## src/rtl/spi_ctrl_pkg.sv

```systemverilog
package spi_ctrl_pkg;
  localparam int ADDR_W = 3;
  localparam logic [ADDR_W-1:0] OFF_STAT = 3'h0;
  localparam logic [ADDR_W-1:0] OFF_TXD  = 3'h2;
  localparam logic [ADDR_W-1:0] OFF_RXD  = 3'h4;
  localparam logic [ADDR_W-1:0] OFF_CTL  = 3'h6;
  localparam int CTL_EN_BIT  = 0;
  localparam int CTL_MST_BIT = 1;
  localparam int CTL_DIV_LO  = 2;
  localparam int ST_TXE_BIT  = 0;
  localparam int ST_RXF_BIT  = 1;
  localparam int ST_ACT_BIT  = 2;
endpackage

```

## src/rtl/spi_regs.sv

```systemverilog
module spi_regs import spi_ctrl_pkg::*; #(
  parameter int REG_W  = 16,
  parameter int CHAR_W = 8,
  parameter int DIV_W  = 2
) (
  input  logic              clk,
  input  logic              rst_n,
  input  logic              bus_sel,
  input  logic              bus_wr,
  input  logic [ADDR_W-1:0] bus_addr,
  input  logic [REG_W-1:0]  bus_wdata,
  output logic [REG_W-1:0]  bus_rdata,
  input  logic              eng_ready,
  input  logic              role_lock,
  input  logic              act_bit,
  input  logic              rx_done,
  input  logic [CHAR_W-1:0] rx_data,
  output logic              load,
  output logic [CHAR_W-1:0] tx_data,
  output logic              ctl_en,
  output logic              ctl_master,
  output logic [DIV_W-1:0]  ctl_div,
  output logic              irq
);
  localparam int RXIE_BIT = CTL_DIV_LO + DIV_W;

  logic ctl_rxie, tx_empty, rx_full;
  logic [CHAR_W-1:0] txbuf, rxbuf;
  logic wr_tx, wr_ctl, rd_rx;

  assign wr_tx  = bus_sel && bus_wr && (bus_addr == OFF_TXD);
  assign wr_ctl = bus_sel && bus_wr && (bus_addr == OFF_CTL);
  assign rd_rx  = bus_sel && !bus_wr && (bus_addr == OFF_RXD);
  assign load    = !tx_empty && eng_ready;
  assign tx_data = txbuf;
  assign irq     = ctl_rxie && rx_full;

  always_ff @(posedge clk or negedge rst_n) begin
    if (!rst_n) begin
      txbuf      <= '0;
      rxbuf      <= '0;
      tx_empty   <= 1'b1;
      rx_full    <= 1'b0;
      ctl_en     <= 1'b0;
      ctl_master <= 1'b0;
      ctl_div    <= '0;
      ctl_rxie   <= 1'b0;
    end else begin
      if (wr_tx) begin
        txbuf    <= bus_wdata[CHAR_W-1:0];
        tx_empty <= 1'b0;
      end else if (load) begin
        tx_empty <= 1'b1;
      end
      if (rx_done) begin
        rxbuf   <= rx_data;
        rx_full <= 1'b1;
      end else if (rd_rx) begin
        rx_full <= 1'b0;
      end
      if (wr_ctl) begin
        ctl_en   <= bus_wdata[CTL_EN_BIT];
        ctl_div  <= bus_wdata[CTL_DIV_LO +: DIV_W];
        ctl_rxie <= bus_wdata[RXIE_BIT];
        if (!role_lock) ctl_master <= bus_wdata[CTL_MST_BIT];
      end
    end
  end

  always_comb begin
    bus_rdata = '0;
    case (bus_addr)
      OFF_STAT: begin
        bus_rdata[ST_ACT_BIT] = act_bit;
        bus_rdata[ST_RXF_BIT] = rx_full;
        bus_rdata[ST_TXE_BIT] = tx_empty;
      end
      OFF_TXD: bus_rdata[CHAR_W-1:0] = txbuf;
      OFF_RXD: bus_rdata[CHAR_W-1:0] = rxbuf;
      OFF_CTL: bus_rdata[RXIE_BIT:0] = {ctl_rxie, ctl_div, ctl_master, ctl_en};
      default: bus_rdata = '0;
    endcase
  end

  assert_full_from_done_R5: assert property (@(posedge clk) disable iff (!rst_n)
    $rose(rx_full) |-> $past(rx_done));
  assert_read_drops_irq_R7: assert property (@(posedge clk) disable iff (!rst_n)
    (rd_rx && !rx_done) |=> !irq);
  assert_write_fills_tx_R6: assert property (@(posedge clk) disable iff (!rst_n)
    wr_tx |=> !tx_empty);
  assert_role_locked_R8: assert property (@(posedge clk) disable iff (!rst_n)
    (wr_ctl && role_lock) |=> $stable(ctl_master));
  assert_rsvd_write_zero_R2: assert property (@(posedge clk) disable iff (!rst_n)
    (wr_ctl |-> bus_wdata[REG_W-1:RXIE_BIT+1] == '0) and
    (wr_tx  |-> bus_wdata[REG_W-1:CHAR_W] == '0));
endmodule

```

## src/rtl/spi_mst_eng.sv

```systemverilog
module spi_mst_eng #(
  parameter int CHAR_W = 8,
  parameter int DIV_W  = 2
) (
  input  logic              clk,
  input  logic              rst_n,
  input  logic              start,
  input  logic [CHAR_W-1:0] tx_data,
  input  logic [DIV_W-1:0]  div,
  input  logic              miso,
  output logic              busy,
  output logic              ready,
  output logic              sck,
  output logic              mosi,
  output logic              done,
  output logic [CHAR_W-1:0] rx_data
);
  localparam int HC_W = 1 << DIV_W;
  localparam int BC_W = $clog2(CHAR_W);
  localparam logic [BC_W-1:0] LAST = BC_W'(CHAR_W - 1);

  logic [HC_W-1:0]   hcnt, lim;
  logic [BC_W-1:0]   bcnt;
  logic [CHAR_W-1:0] sh;
  logic              sbit;

  assign lim   = (HC_W'(1) << div) - HC_W'(1);
  assign ready = !busy;
  assign mosi  = sh[CHAR_W-1];

  always_ff @(posedge clk or negedge rst_n) begin
    if (!rst_n) begin
      busy    <= 1'b0;
      sck     <= 1'b0;
      done    <= 1'b0;
      hcnt    <= '0;
      bcnt    <= '0;
      sh      <= '0;
      sbit    <= 1'b0;
      rx_data <= '0;
    end else begin
      done <= 1'b0;
      if (!busy) begin
        if (start) begin
          busy <= 1'b1;
          sh   <= tx_data;
          hcnt <= '0;
          bcnt <= '0;
          sck  <= 1'b0;
        end
      end else if (hcnt == lim) begin
        hcnt <= '0;
        if (!sck) begin
          sck  <= 1'b1;
          sbit <= miso;
        end else begin
          sck <= 1'b0;
          if (bcnt == LAST) begin
            busy    <= 1'b0;
            done    <= 1'b1;
            rx_data <= {sh[CHAR_W-2:0], sbit};
          end else begin
            bcnt <= bcnt + 1'b1;
            sh   <= {sh[CHAR_W-2:0], sbit};
          end
        end
      end else begin
        hcnt <= hcnt + 1'b1;
      end
    end
  end

  assert_done_at_end_R3: assert property (@(posedge clk) disable iff (!rst_n)
    $fell(busy) |-> done);
  assert_idle_sck_low_R9: assert property (@(posedge clk) disable iff (!rst_n)
    !busy |-> !sck);
endmodule

```

## src/rtl/spi_slv_eng.sv

```systemverilog
module spi_slv_eng #(
  parameter int CHAR_W = 8
) (
  input  logic              clk,
  input  logic              rst_n,
  input  logic              en,
  input  logic              load,
  input  logic [CHAR_W-1:0] tx_data,
  input  logic              sck_i,
  input  logic              ss_n_i,
  input  logic              mosi_i,
  output logic              miso,
  output logic              selected,
  output logic              active,
  output logic              ready,
  output logic              done,
  output logic [CHAR_W-1:0] rx_data
);
  localparam int NSYNC = 3;
  localparam logic [NSYNC-1:0] SYNC_RST = 3'b010;
  localparam int BC_W = $clog2(CHAR_W);
  localparam logic [BC_W-1:0] LAST = BC_W'(CHAR_W - 1);

  logic [NSYNC-1:0] raw, synced;
  logic sck_s, ss_s, mosi_s, sck_d, rise, fall, loaded;
  logic [BC_W-1:0]   cnt;
  logic [CHAR_W-1:0] tx_sh, rx_sh;

  assign raw = {sck_i, ss_n_i, mosi_i};

  for (genvar g = 0; g < NSYNC; g++) begin : g_sync
    logic q1, q2;
    always_ff @(posedge clk or negedge rst_n) begin
      if (!rst_n) begin
        q1 <= SYNC_RST[g];
        q2 <= SYNC_RST[g];
      end else begin
        q1 <= raw[g];
        q2 <= q1;
      end
    end
    assign synced[g] = q2;
  end

  assign {sck_s, ss_s, mosi_s} = synced;
  assign rise     = sck_s && !sck_d;
  assign fall     = !sck_s && sck_d;
  assign selected = !ss_s;
  assign active   = en && selected;
  assign ready    = en && (cnt == '0) && !loaded;
  assign miso     = tx_sh[CHAR_W-1];

  always_ff @(posedge clk or negedge rst_n) begin
    if (!rst_n) begin
      sck_d   <= 1'b0;
      cnt     <= '0;
      tx_sh   <= '0;
      rx_sh   <= '0;
      loaded  <= 1'b0;
      done    <= 1'b0;
      rx_data <= '0;
    end else begin
      done  <= 1'b0;
      sck_d <= sck_s;
      if (load) begin
        tx_sh  <= tx_data;
        loaded <= 1'b1;
      end
      if (!active) begin
        cnt <= '0;
      end else if (rise) begin
        rx_sh <= {rx_sh[CHAR_W-2:0], mosi_s};
        if (cnt == LAST) begin
          cnt     <= '0;
          done    <= 1'b1;
          rx_data <= {rx_sh[CHAR_W-2:0], mosi_s};
          tx_sh   <= '0;
          loaded  <= 1'b0;
        end else begin
          cnt <= cnt + 1'b1;
        end
      end else if (fall && cnt != '0) begin
        tx_sh <= {tx_sh[CHAR_W-2:0], 1'b0};
      end
    end
  end

  assert_done_on_rise_R10: assert property (@(posedge clk) disable iff (!rst_n)
    done |-> $past(rise && active));
  assert_load_once_R6: assert property (@(posedge clk) disable iff (!rst_n)
    load |=> !ready);
endmodule

```

## src/rtl/spi_port_ctrl.sv

```systemverilog
module spi_port_ctrl import spi_ctrl_pkg::*; #(
  parameter int REG_W  = 16,
  parameter int CHAR_W = 8,
  parameter int DIV_W  = 2
) (
  input  logic              clk,
  input  logic              rst_n,
  input  logic              bus_sel,
  input  logic              bus_wr,
  input  logic [ADDR_W-1:0] bus_addr,
  input  logic [REG_W-1:0]  bus_wdata,
  output logic [REG_W-1:0]  bus_rdata,
  output logic              irq_o,
  output logic              m_sck_o,
  output logic              m_mosi_o,
  input  logic              m_miso_i,
  output logic              m_ss_n_o,
  input  logic              s_sck_i,
  input  logic              s_ss_n_i,
  input  logic              s_mosi_i,
  output logic              s_miso_o
);
  logic ctl_en, ctl_master, load;
  logic [DIV_W-1:0]  ctl_div;
  logic [CHAR_W-1:0] tx_data, m_rx, s_rx, rx_data;
  logic m_busy, m_ready, m_done, s_sel, s_active, s_ready, s_done;
  logic eng_ready, role_lock, act_bit, rx_done;

  assign eng_ready = ctl_en && (ctl_master ? m_ready : s_ready);
  assign role_lock = m_busy || s_active;
  assign act_bit   = ctl_master ? m_busy : s_sel;
  assign rx_done   = m_done || s_done;
  assign rx_data   = m_done ? m_rx : s_rx;
  assign m_ss_n_o  = !m_busy;

  spi_regs #(.REG_W(REG_W), .CHAR_W(CHAR_W), .DIV_W(DIV_W)) regs_i (
    .clk(clk), .rst_n(rst_n),
    .bus_sel(bus_sel), .bus_wr(bus_wr), .bus_addr(bus_addr),
    .bus_wdata(bus_wdata), .bus_rdata(bus_rdata),
    .eng_ready(eng_ready), .role_lock(role_lock), .act_bit(act_bit),
    .rx_done(rx_done), .rx_data(rx_data),
    .load(load), .tx_data(tx_data),
    .ctl_en(ctl_en), .ctl_master(ctl_master), .ctl_div(ctl_div),
    .irq(irq_o)
  );

  spi_mst_eng #(.CHAR_W(CHAR_W), .DIV_W(DIV_W)) mst_i (
    .clk(clk), .rst_n(rst_n),
    .start(load && ctl_master), .tx_data(tx_data), .div(ctl_div),
    .miso(m_miso_i), .busy(m_busy), .ready(m_ready),
    .sck(m_sck_o), .mosi(m_mosi_o), .done(m_done), .rx_data(m_rx)
  );

  spi_slv_eng #(.CHAR_W(CHAR_W)) slv_i (
    .clk(clk), .rst_n(rst_n),
    .en(ctl_en && !ctl_master), .load(load && !ctl_master),
    .tx_data(tx_data),
    .sck_i(s_sck_i), .ss_n_i(s_ss_n_i), .mosi_i(s_mosi_i),
    .miso(s_miso_o), .selected(s_sel), .active(s_active),
    .ready(s_ready), .done(s_done), .rx_data(s_rx)
  );

  always_ff @(posedge clk) begin
    if (rst_n && bus_sel && !bus_wr && bus_addr == OFF_STAT) begin
      assert_status_rsvd_zero_R2: assert (bus_rdata[REG_W-1:ST_ACT_BIT+1] == '0)
        else $error("status reserved bits nonzero");
    end
  end

  assert_one_done_source_R11: assert property (@(posedge clk) disable iff (!rst_n)
    !(m_done && s_done));
endmodule

```

## config.mk

```make
export PLATFORM = sky130hd
export DESIGN_NAME = spi_port_ctrl
export DESIGN_NICKNAME = d
export VERILOG_FILES = /design/src/rtl/spi_ctrl_pkg.sv /design/src/rtl/spi_regs.sv /design/src/rtl/spi_mst_eng.sv /design/src/rtl/spi_slv_eng.sv /design/src/rtl/spi_port_ctrl.sv
export SDC_FILE = /design/constraint.sdc
export NUM_CORES = 1
export LEC_CHECK = 0
export BUFFER_PORTS_ARGS = -buffer_cell sky130_fd_sc_hd__buf_4
export CORE_MARGIN = 2
export CORE_UTILIZATION = 60
export CTS_BUF_LIST = sky130_fd_sc_hd__clkbuf_16
export DETAILED_ROUTE_END_ITERATION = 8
export GPL_ROUTABILITY_DRIVEN = 0
export PLACE_DENSITY = 0.82
export SLEW_MARGIN = 0
export SYNTH_ARGS = -nofsm -noshare
export SYNTH_HDL_FRONTEND = slang
export SYNTH_SLANG_ARGS = --single-unit
```

## constraint.sdc

```tcl
create_clock -name clk -period 3.1 [get_ports clk]
set_input_delay 0.31 -clock clk [delete_from_list [all_inputs] [get_ports clk]]
set_output_delay 0.31 -clock clk [all_outputs]
set_load 0.01 [all_outputs]
```

==> flow_metrics.tcl, run 1 <==
set metrics [dict create \
    seq_area_frac_synth_pct 54.5 \
    cpMaxStageDelayCell "and4_1" \
    row_count 29 \
    worst_pin_slew_ps 1030 \
    rsz0062_at_grt "false" \
    cts_setup_buffers 0 \
    portBuffers 31 \
    clockBufferDepth 2 \
    r2r_slack_ps 730 \
    synthTopCellsByArea "dfrtp_1 (53%), mux2_2 (6.9%), mux2i_1 (5.9%), nand2_1 (5.4%), mux2_4 (3.5%)" \
    drtAntennaViolNets 0 \
    fin_crit_sh_pct 76.3 \
    grt_max_degree 86 \
    wirelength_um 8050 \
    drive_gt1_share_pct 24.5 \
    final_nets 408 \
    vdd_drop_max_mv 0.478 \
    p_sw_share_pct 29.9 \
    cts_max_level 3 \
    critical_path.cell_chain "nor4b_2 -> o31ai_2 -> a21oi_2 -> and4_1 -> mux2_4" \
    required_ps 3310 \
    grt_usage_pct 24.5 \
    synth_most_common_cell "dfrtp_1" \
    cts_hold_buf 0 \
    fmax_mhz 423 \
    slowest_delay_ps 640 \
    avgSynthCellArea_um2 11.3 \
    rr_worst_depth 5 \
    io_pins 48 \
    path_class "reg2reg" \
    async_reset_ff_share_pct 100 \
    endpoint_kind "flip-flop" \
    status "finished clean" \
    p_clk_share_pct 32.6 \
    ys.flop_type "dfrtp_1" \
    synth_top_cell_area_share_pct 52.5 \
    p_switching_w 0.000951 \
    dieWidth_um 84.7 \
    finalHoldViolations 0 \
    synth_cells 346 \
    p_comb_share_pct 19.0 \
    path_clk_slew_ps 60 \
    synth_edf_count 0 \
    layout_min_cycle_time_ps 2370 \
    ys_seq_elements 85 \
    pre_cts_ws_ps 779 \
    cts-resized-gates 0 \
    diodes 0 \
    drcViolationCount 0 \
    skew_ps 8.20 \
    insertion_delay_ps 330 \
    yosys_warnings 0 \
    coreArea_um2 6310 \
    seqPwrFrac_pct 48.5 \
    syn2layout_area_growth_pct 13.9 \
    leakagePower_nw 2.14 \
    fillers 453 \
    yosysTopAreaCell "dfrtp_1" \
    antenna_found_initial 0 \
    hold_depth 1 \
    maxSlewViolCount 0 \
    synth.distinct_cells 42 \
    grt-ovfl-total 0 \
    syn_area_um2 3910 \
    maxCapViolCount 0 \
    critPathMaxFanout 10 \
    arrival_ps 2580 \
    clock-sinks 85 \
    power.density_nw_per_um2 716 \
    detail_route.first_pass.iterations 4 \
    routed_via_density 5.83 \
    dp_hpwl_um 5480 \
    numCtsBuffers 9 \
    drt_first_iter_violations 235 \
    fp.dieArea_um2 7170 \
    vias 2664 \
    internal-power_w 0.00223 \
    worst_setup_path_start_kind "flip-flop" \
    cts_tree "done" \
    die_h_um 84.7 \
    cts_root_buf "clkbuf_16" \
    initial_core_util_pct 61.9 \
    hold_path_class "in2reg" \
    synth_common_cells "dfrtp_1 (82), nand2_1 (56), o21ai_0 (26)" \
    grt_pass1_vias 2717 \
    wl_per_cell_um 17.6 \
    setup_violations 0 \
    relSlewSlack_pct 31.3 \
    fin_tns_setup_ps 0 \
    finalWorstSetupSlack_ps 734 \
    grt_pass1_wl_um 13500 \
]
## path summary, 6_finish.rpt
path                                    start            endpoint
setup / recovery                mst_i.hcnt[2]    mst_i.rx_data[1]
hold / removal                        s_sck_i  slv_i.g_sync[2].q1
setup reg to reg                mst_i.hcnt[2]    mst_i.rx_data[1]
hold reg to reg            slv_i.g_sync[2].q1  slv_i.g_sync[2].q2
max in group asynchronous               rst_n  slv_i.g_sync[2].q2
min in group asynchronous               rst_n    mst_i.rx_data[3]
## power by group through the flow
stage                     combinational (W)  clock [W]  sequential (W)
after CTS                          0.000608    0.00106         0.00154
final                              0.000604    0.00104         0.00154
after global placement             0.000565          0         0.00154
after detailed placement           0.000598          0         0.00155
after floorplan                    0.000445          0         0.00147
after global routing               0.000676    0.00110         0.00157
## cell type report
cell class | count | area, um^2 | share of cell area [%]
Inverter | 7 | 27.5 | 0.619
Tap cell | 77 | 96.3 | 2.17
Timing Repair Buffer | 33 | 248 | 5.57
Multi-Input combinational cell | 239 | 1650 | 37.2
Clock buffer | 9 | 225 | 5.06
Clock inverter | 7 | 67.6 | 1.52
Sequential cell | 85 | 2130 | 47.9
## cells by family (layout without fill, tap and decap cells)
kind of cell / after synthesis / count (layout) / synth area share [%]
adder cells (fa/ha/maj): 6 / 6 / 1.92
other: 1 / 8 / 0.0960
flip-flops: 85 / 85 / 54.5
buffers and inverters: 29 / 56 / 3.78
AO/OA/AOI/OAI: 52 / 52 / 7.82
multiplexers: 58 / 58 / 17.4
AND/OR/NAND/NOR: 113 / 113 / 14.0
XOR/XNOR: 2 / 2 / 0.449
## metal layers
layer	global-route usage, %	vias up	share of wire, %
met5	0	-	0
met4	11.1	0	2.5
met3	4.03	18	4.2
met2	38.3	66	49
met1	34.0	1329	44
li1	-	1251	-
## stage by stage
step                utilization, %  total power, W  std cells  hold slack [ps]  cell area (um^2)
finish                        70.5         0.00318        457             86.1              4450
global route                  70.5         0.00335        457             74.0              4450
CTS                           70.5         0.00321        457             77.8              4450
detailed placement            65.8         0.00215        441              344              4160
global placement              65.8         0.00210        441              337              4160
floorplan                        -         0.00191        353             14.4              3930
## cells in the final DEF, fill, tap and decap left out, drive strengths merged, types with 2 or more instances in the layout
master / synthesis / routed
nor2: 12 / 12
nand3: 14 / 14
ha: 6 / 6
dfrtp: 82 / 82
buf: 14 / 33
and2: 2 / 2
nand2: 57 / 57
nor2b: 9 / 9
o31ai: 3 / 3
conb: 1 / 8
dfstp: 3 / 3
inv: 6 / 7
o22ai: 3 / 3
a211o: 2 / 2
mux2: 33 / 33
nor3: 5 / 5
nand3b: 3 / 3
clkbuf: 8 / 9
o21ai: 26 / 26
a211oi: 2 / 2
mux4: 2 / 2
a22oi: 4 / 4
and4: 2 / 2
a21oi: 11 / 11
clkinv: 1 / 4
nand2b: 4 / 4
clkinvlp: 0 / 2
mux2i: 23 / 23
## registers in the layout, indices dropped and copies added (netlist names), 2 cells and up
| signal | cells |
|---|---|
| mst_i.bcnt | 3 |
| mst_i.hcnt | 4 |
| mst_i.rx_data | 8 |
| mst_i.sh | 8 |
| regs_i.ctl_div | 2 |
| regs_i.rxbuf | 8 |
| regs_i.tx_data | 8 |
| slv_i.cnt | 3 |
| slv_i.g_sync.q1 | 3 |
| slv_i.g_sync.q2 | 3 |
| slv_i.rx_data | 8 |
| slv_i.rx_sh | 7 |
| slv_i.tx_sh | 8 |
## critical path: cells and delay by family, from the launching register on
kind,cells,cell delay [ps]
AND/OR/NAND/NOR,2,980
multiplexers,1,350
flip-flops,1,460
AO/OA/AOI/OAI,2,440
No activity file was read; power rests on OpenSTA's default activity.
==> run 2: changes to the inputs <==
--- a/config.mk
+++ b/config.mk
@@ -7,11 +7,11 @@
 export LEC_CHECK = 0
 export BUFFER_PORTS_ARGS = -buffer_cell sky130_fd_sc_hd__buf_4
 export CORE_MARGIN = 2
-export CORE_UTILIZATION = 60
+export CORE_UTILIZATION = 58
 export CTS_BUF_LIST = sky130_fd_sc_hd__clkbuf_16
 export DETAILED_ROUTE_END_ITERATION = 8
 export GPL_ROUTABILITY_DRIVEN = 0
-export PLACE_DENSITY = 0.82
+export PLACE_DENSITY = 0.8
 export SLEW_MARGIN = 0
 export SYNTH_ARGS = -nofsm -noshare
 export SYNTH_HDL_FRONTEND = slang
==> constraint.sdc (replaced) <==
create_clock -name clk -period 2.2 [get_ports clk]
set_input_delay 0.22 -clock clk [delete_from_list [all_inputs] [get_ports clk]]
set_output_delay 0.22 -clock clk [all_outputs]
set_load 0.01 [all_outputs]
==> flow_metrics.tcl, run 2 (same netlist as run 1, synthesis figures left out) <==
set metrics [dict create \
    drtAntennaViolNets 0 \
    clockBufferDepth 2 \
    row_count 29 \
    final_cell_mix "dfrtp_1 (81), nand2_1 (56), buf_4 (41)" \
    r2r_slack_ps 150 \
    grtUsageMet3_pct 7.12 \
    dp_hpwl_um 5630 \
    finalHoldViolations 0 \
    numCtsBuffers 9 \
    insertion_delay_ps 330 \
    coreArea_um2 6420 \
    cts_root_buf "clkbuf_16" \
    wl_per_cell_um 17.4 \
    status "finished clean" \
    antenna_found_initial 0 \
    fin_crit_sh_pct 93.2 \
    arrival_ps 2270 \
    whs_ps 125 \
    cts_max_level 3 \
    routed_via_density 5.83 \
    gr-usage-met2_pct 40.6 \
    path_buf_inv 1 \
    critical_path.cell_chain "nor4b_2 -> o31ai_2 -> a21oi_2 -> and4_1 -> buf_12 -> mux2_4" \
    relSlewSlack_pct 59.4 \
    rsz0062_at_grt "false" \
    fin_tns_setup_ps 0 \
    vdd_drop_max_mv 0.729 \
    die_h_um 86.1 \
    grt_use_met1_pct 32.3 \
    initial_core_util_pct 60.8 \
    required_ps 2420 \
    layout_commonest_cell "dfrtp_1" \
    drcViolationCount 0 \
    drive_gt1_share_pct 25.4 \
    portBuffers 31 \
    fp.dieArea_um2 7410 \
    grt_usage_pct 24.7 \
    cts_tree "done" \
    io_pins 48 \
    path_clk_slew_ps 60 \
    top_usage_layer "met2" \
    grt_pass1_wl_um 13800 \
    dieWidth_um 86.1 \
    layout_min_cycle_time_ps 2050 \
    maxSlewViolCount 0 \
    fmax_mhz 488 \
    final_nets 421 \
    hold_path_class "in2reg" \
    worst_pin_slew_ps 609 \
    totalPowerFinal_w 0.00460 \
    vias 2741 \
    drt_first_iter_violations 193 \
    leakagePower_nw 2.22 \
    path_class "reg2reg" \
    fin_util_pct 71.4 \
    slowest_delay_ps 450 \
    maxCapViolCount 0 \
    dp_cells 450 \
    critPathMaxFanout 10 \
    crit_family "simple AND/OR/NAND/NOR gates" \
    cpMaxStageDelayCell "dfrtp_1" \
    wirelength_um 8170 \
    endpoint_kind "flip-flop" \
    final_cells 470 \
    grt_pass1_vias 2829 \
    clock-sinks 85 \
    power.density_nw_per_um2 1000 \
    detail_route.first_pass.iterations 4 \
    worst_setup_path_start_kind "flip-flop" \
    setup_violations 0 \
    skew_ps 4.14 \
    syn2layout_area_growth_pct 17.4 \
    grt_max_degree 48 \
    diodes 0 \
    grt-ovfl-total 0 \
]
run 2: cell count changes in the layout (fill, tap and decap cells not counted), sizes merged:
cell,change
bufinv,+1
buf,+9
dlygate4sd3,+4
clkinv,-1
inv,+1
clkinvlp,-1
run 2: worst reg2reg max path, stage by stage, from the launching register on:
cell and delay (ps):
dfrtp_1 450, nor4b_2 320, o31ai_2 120, a21oi_2 310, and4_1 290, buf_12 150, mux2_4 300
run 2: timing repair:
item,in CTS,in global routing
endpoints found under the setup margin,0,1
setup buffers,0,0
hold endpoints to repair,47,0
hold buffers,4,0
gates resized for setup,0,1
run 2: worst paths after layout:
kind	to	start	cells past startpoint
worst max-delay path	mst_i.rx_data[0]	mst_i.hcnt[2]	6
worst min-delay path	regs_i.tx_data[7]	bus_wdata[7]	2
worst max register to register	mst_i.rx_data[0]	mst_i.hcnt[2]	6
worst min register to register	slv_i.g_sync[0].q2	slv_i.g_sync[0].q1	0
max in group asynchronous	slv_i.g_sync[1].q2	rst_n	3
min in group asynchronous	mst_i.bcnt[0]	rst_n	2
run 2: where the power goes:
part / total (W) / switching [W] / leakage (nW) / internal [W]
registers: 0.00217 / 0.000314 / 1.12 / 0.00185
clock network: 0.00156 / 0.000579 / 0.153 / 0.000978
logic: 0.000880 / 0.000431 / 0.946 / 0.000449
run 2: through the flow:
step	setup slack, ps	instance area [um^2]
floorplan	312	3930
global placement	212	4240
detailed placement	145	4240
CTS	138	4580
global route	24.6	4590
finish	149	4590
run 2: metal layers:
| metal | vias to the layer above | part of all wire, % |
|---|---|---|
| met3 | 11 | 4.4 |
| li1 | 1267 | - |
| met5 | - | 0 |
| met1 | 1385 | 44 |
| met4 | 0 | 1.3 |
| met2 | 78 | 50 |
run 2: layout make-up:
cell class                 count  area [um^2]
multi-input combinational    239         1650
sequential                    85         2130
clock buffer                   9          225
clock inverter                 7         82.6
timing repair buffer          46          368
inverter                       7         27.5
tap                           77         96.3
fill                         440         1840
==> run 3: changes to the inputs <==
--- a/config.mk
+++ b/config.mk
@@ -11,7 +11,8 @@
 export CTS_BUF_LIST = sky130_fd_sc_hd__clkbuf_16
 export DETAILED_ROUTE_END_ITERATION = 8
 export GPL_ROUTABILITY_DRIVEN = 0
-export PLACE_DENSITY = 0.8
+export PLACE_DENSITY = 0.79
+export REMOVE_ABC_BUFFERS = 1
 export SLEW_MARGIN = 0
 export SYNTH_ARGS = -nofsm -noshare
 export SYNTH_HDL_FRONTEND = slang
==> flow_metrics.tcl, run 3 (same netlist as run 1, synthesis figures left out) <==
set metrics [dict create \
    detail_route.first_pass.iterations 4 \
    vdd_drop_max_mv 0.590 \
    portBuffers 31 \
    grt-ovfl-total 0 \
    critPathLaunch "mst_i.hcnt[2]" \
    syn2layout_area_growth_pct 17.3 \
    leakagePower_nw 2.21 \
    p_sw_share_pct 28.9 \
    final_nets 418 \
    path_clk_slew_ps 60 \
    numCtsBuffers 9 \
    final_cells 467 \
    maxSlewViolCount 0 \
    drive_gt1_share_pct 25.6 \
    internal-power_w 0.00328 \
    gr-usage-met2_pct 36.2 \
    dp_hpwl_um 5590 \
    layout_commonest_cell "dfrtp_1" \
    grt_pass1_vias 2788 \
    die_h_um 86.1 \
    p_clk_share_pct 34.5 \
    cts_root_buf "clkbuf_16" \
    p_comb_share_pct 18.6 \
    antenna_found_initial 0 \
    reg2reg_from "mst_i.hcnt[2]" \
    fin_util_pct 71.4 \
    maxCapViolCount 0 \
    hold_path_class "in2reg" \
    rr_worst_depth 6 \
    row_count 29 \
    routed_via_density 5.91 \
    drcViolationCount 0 \
    p_switching_w 0.00133 \
    final_cell_mix "dfrtp_1 (81), nand2_1 (56), buf_4 (37)" \
    fmax_mhz 483 \
    drtAntennaViolNets 0 \
    totalPowerFinal_w 0.00461 \
    seqPwrFrac_pct 47.0 \
    rsz0062_at_grt "false" \
    grt_use_met1_pct 35.9 \
    skew_ps 3.93 \
    r2r_end "mst_i.rx_data[2]" \
    power.density_nw_per_um2 1010 \
    grt_pass1_wl_um 13800 \
    required_ps 2420 \
    grtUsageMet3_pct 4.14 \
    grt_usage_pct 24.6 \
    dieWidth_um 86.1 \
    cts_max_level 3 \
    grt_max_degree 45 \
    path_class "reg2reg" \
    critPathMaxFanout 10 \
    top_usage_layer "met2" \
    clock-sinks 85 \
    insertion_delay_ps 330 \
    fillers 470 \
    layout_min_cycle_time_ps 2070 \
    wl_per_cell_um 17.3 \
    fin_crit_sh_pct 94.2 \
    worst_setup_path_start_kind "flip-flop" \
    arrival_ps 2290 \
    drt_first_iter_violations 249 \
    r2r_slack_ps 130 \
    endpoint_kind "flip-flop" \
    fp.dieArea_um2 7410 \
    worst_pin_slew_ps 537 \
    dp_cells 447 \
    diodes 0 \
    crit_end "mst_i.rx_data[2]" \
    status "finished clean" \
    relSlewSlack_pct 64.2 \
    cts_setup_buffers 0 \
    fin_tns_setup_ps 0 \
    io_pins 48 \
    wirelength_um 8070 \
    vias 2758 \
    finalHoldViolations 0 \
    initial_core_util_pct 60.8 \
    min_from "bus_wdata[7]" \
    coreArea_um2 6420 \
    setup_violations 0 \
    clockBufferDepth 2 \
    cts_tree "done" \
]
[run 3: changes by cell type in the layout (fill, tap and decap cells not counted)]
cell and delta:
clkinv_4 +1, buf_4 -4, buf_12 +1, inv_1 -2, clkinv_1 -1, clkinv_2 +2
[run 3: cell type report]
| type | count | area, um^2 | area share, % |
|---|---|---|---|
| timing repair buffer | 43 | 358 | 7.81 |
| tap | 77 | 96.3 | 2.10 |
| multi-input combinational | 239 | 1650 | 36.1 |
| sequential | 85 | 2130 | 46.5 |
| clock inverter | 7 | 90.1 | 1.97 |
| clock buffer | 9 | 225 | 4.91 |
| inverter | 7 | 27.5 | 0.601 |
[run 3: worst max-delay path, cell delays in order, from the launching register on]
cell	delay, ps
dfrtp_1	460
nor4b_2	330
o31ai_2	130
a21oi_2	290
and4_1	280
buf_12	160
mux2_4	300
[run 3: metal layers]
layer | share of wire [%] | vias to the layer above
met5 | 0 | -
met4 | 1.9 | 0
met1 | 45 | 1382
li1 | - | 1265
met3 | 7.0 | 16
met2 | 46 | 95
[run 3: power by group through the flow]
| stage | logic, W | registers [W] | clock network (W) |
|---|---|---|---|
| 2_1_floorplan | 0.000554 | 0.00211 | 0 |
| 3_3_place_gp | 0.000809 | 0.00216 | 0 |
| 3_5_place_dp | 0.000848 | 0.00218 | 0 |
| 4_1_cts | 0.000862 | 0.00216 | 0.00160 |
| 5_1_grt | 0.000965 | 0.00221 | 0.00168 |
| 6_report | 0.000856 | 0.00216 | 0.00159 |
[run 3: timing repair]
action	in CTS	in global routing
setup endpoints to repair	0	1
hold endpoints to repair	44	0
hold buffers	4	0
gates resized for setup	0	1
[run 3: metrics by stage]
step	hold slack [ps]	instance area [um^2]	worst slack (ps)
floorplan	-75.6	3810	169
global placement	236	4230	196
detailed placement	247	4230	143
CTS	113	4580	3.37
global route	125	4580	10.6
finish	116	4580	128
[run 3: worst min-delay path by stage]
stage                                   end  slack, ps  cells after the start
after floorplan               mst_i.bcnt[0]        -80                      0
after global placement     mst_i.rx_data[7]        240                      1
after detailed placement   mst_i.rx_data[6]        250                      1
after CTS                 regs_i.tx_data[6]        110                      2
after global routing      regs_i.tx_data[6]        120                      2
final                     regs_i.tx_data[7]        120                      2
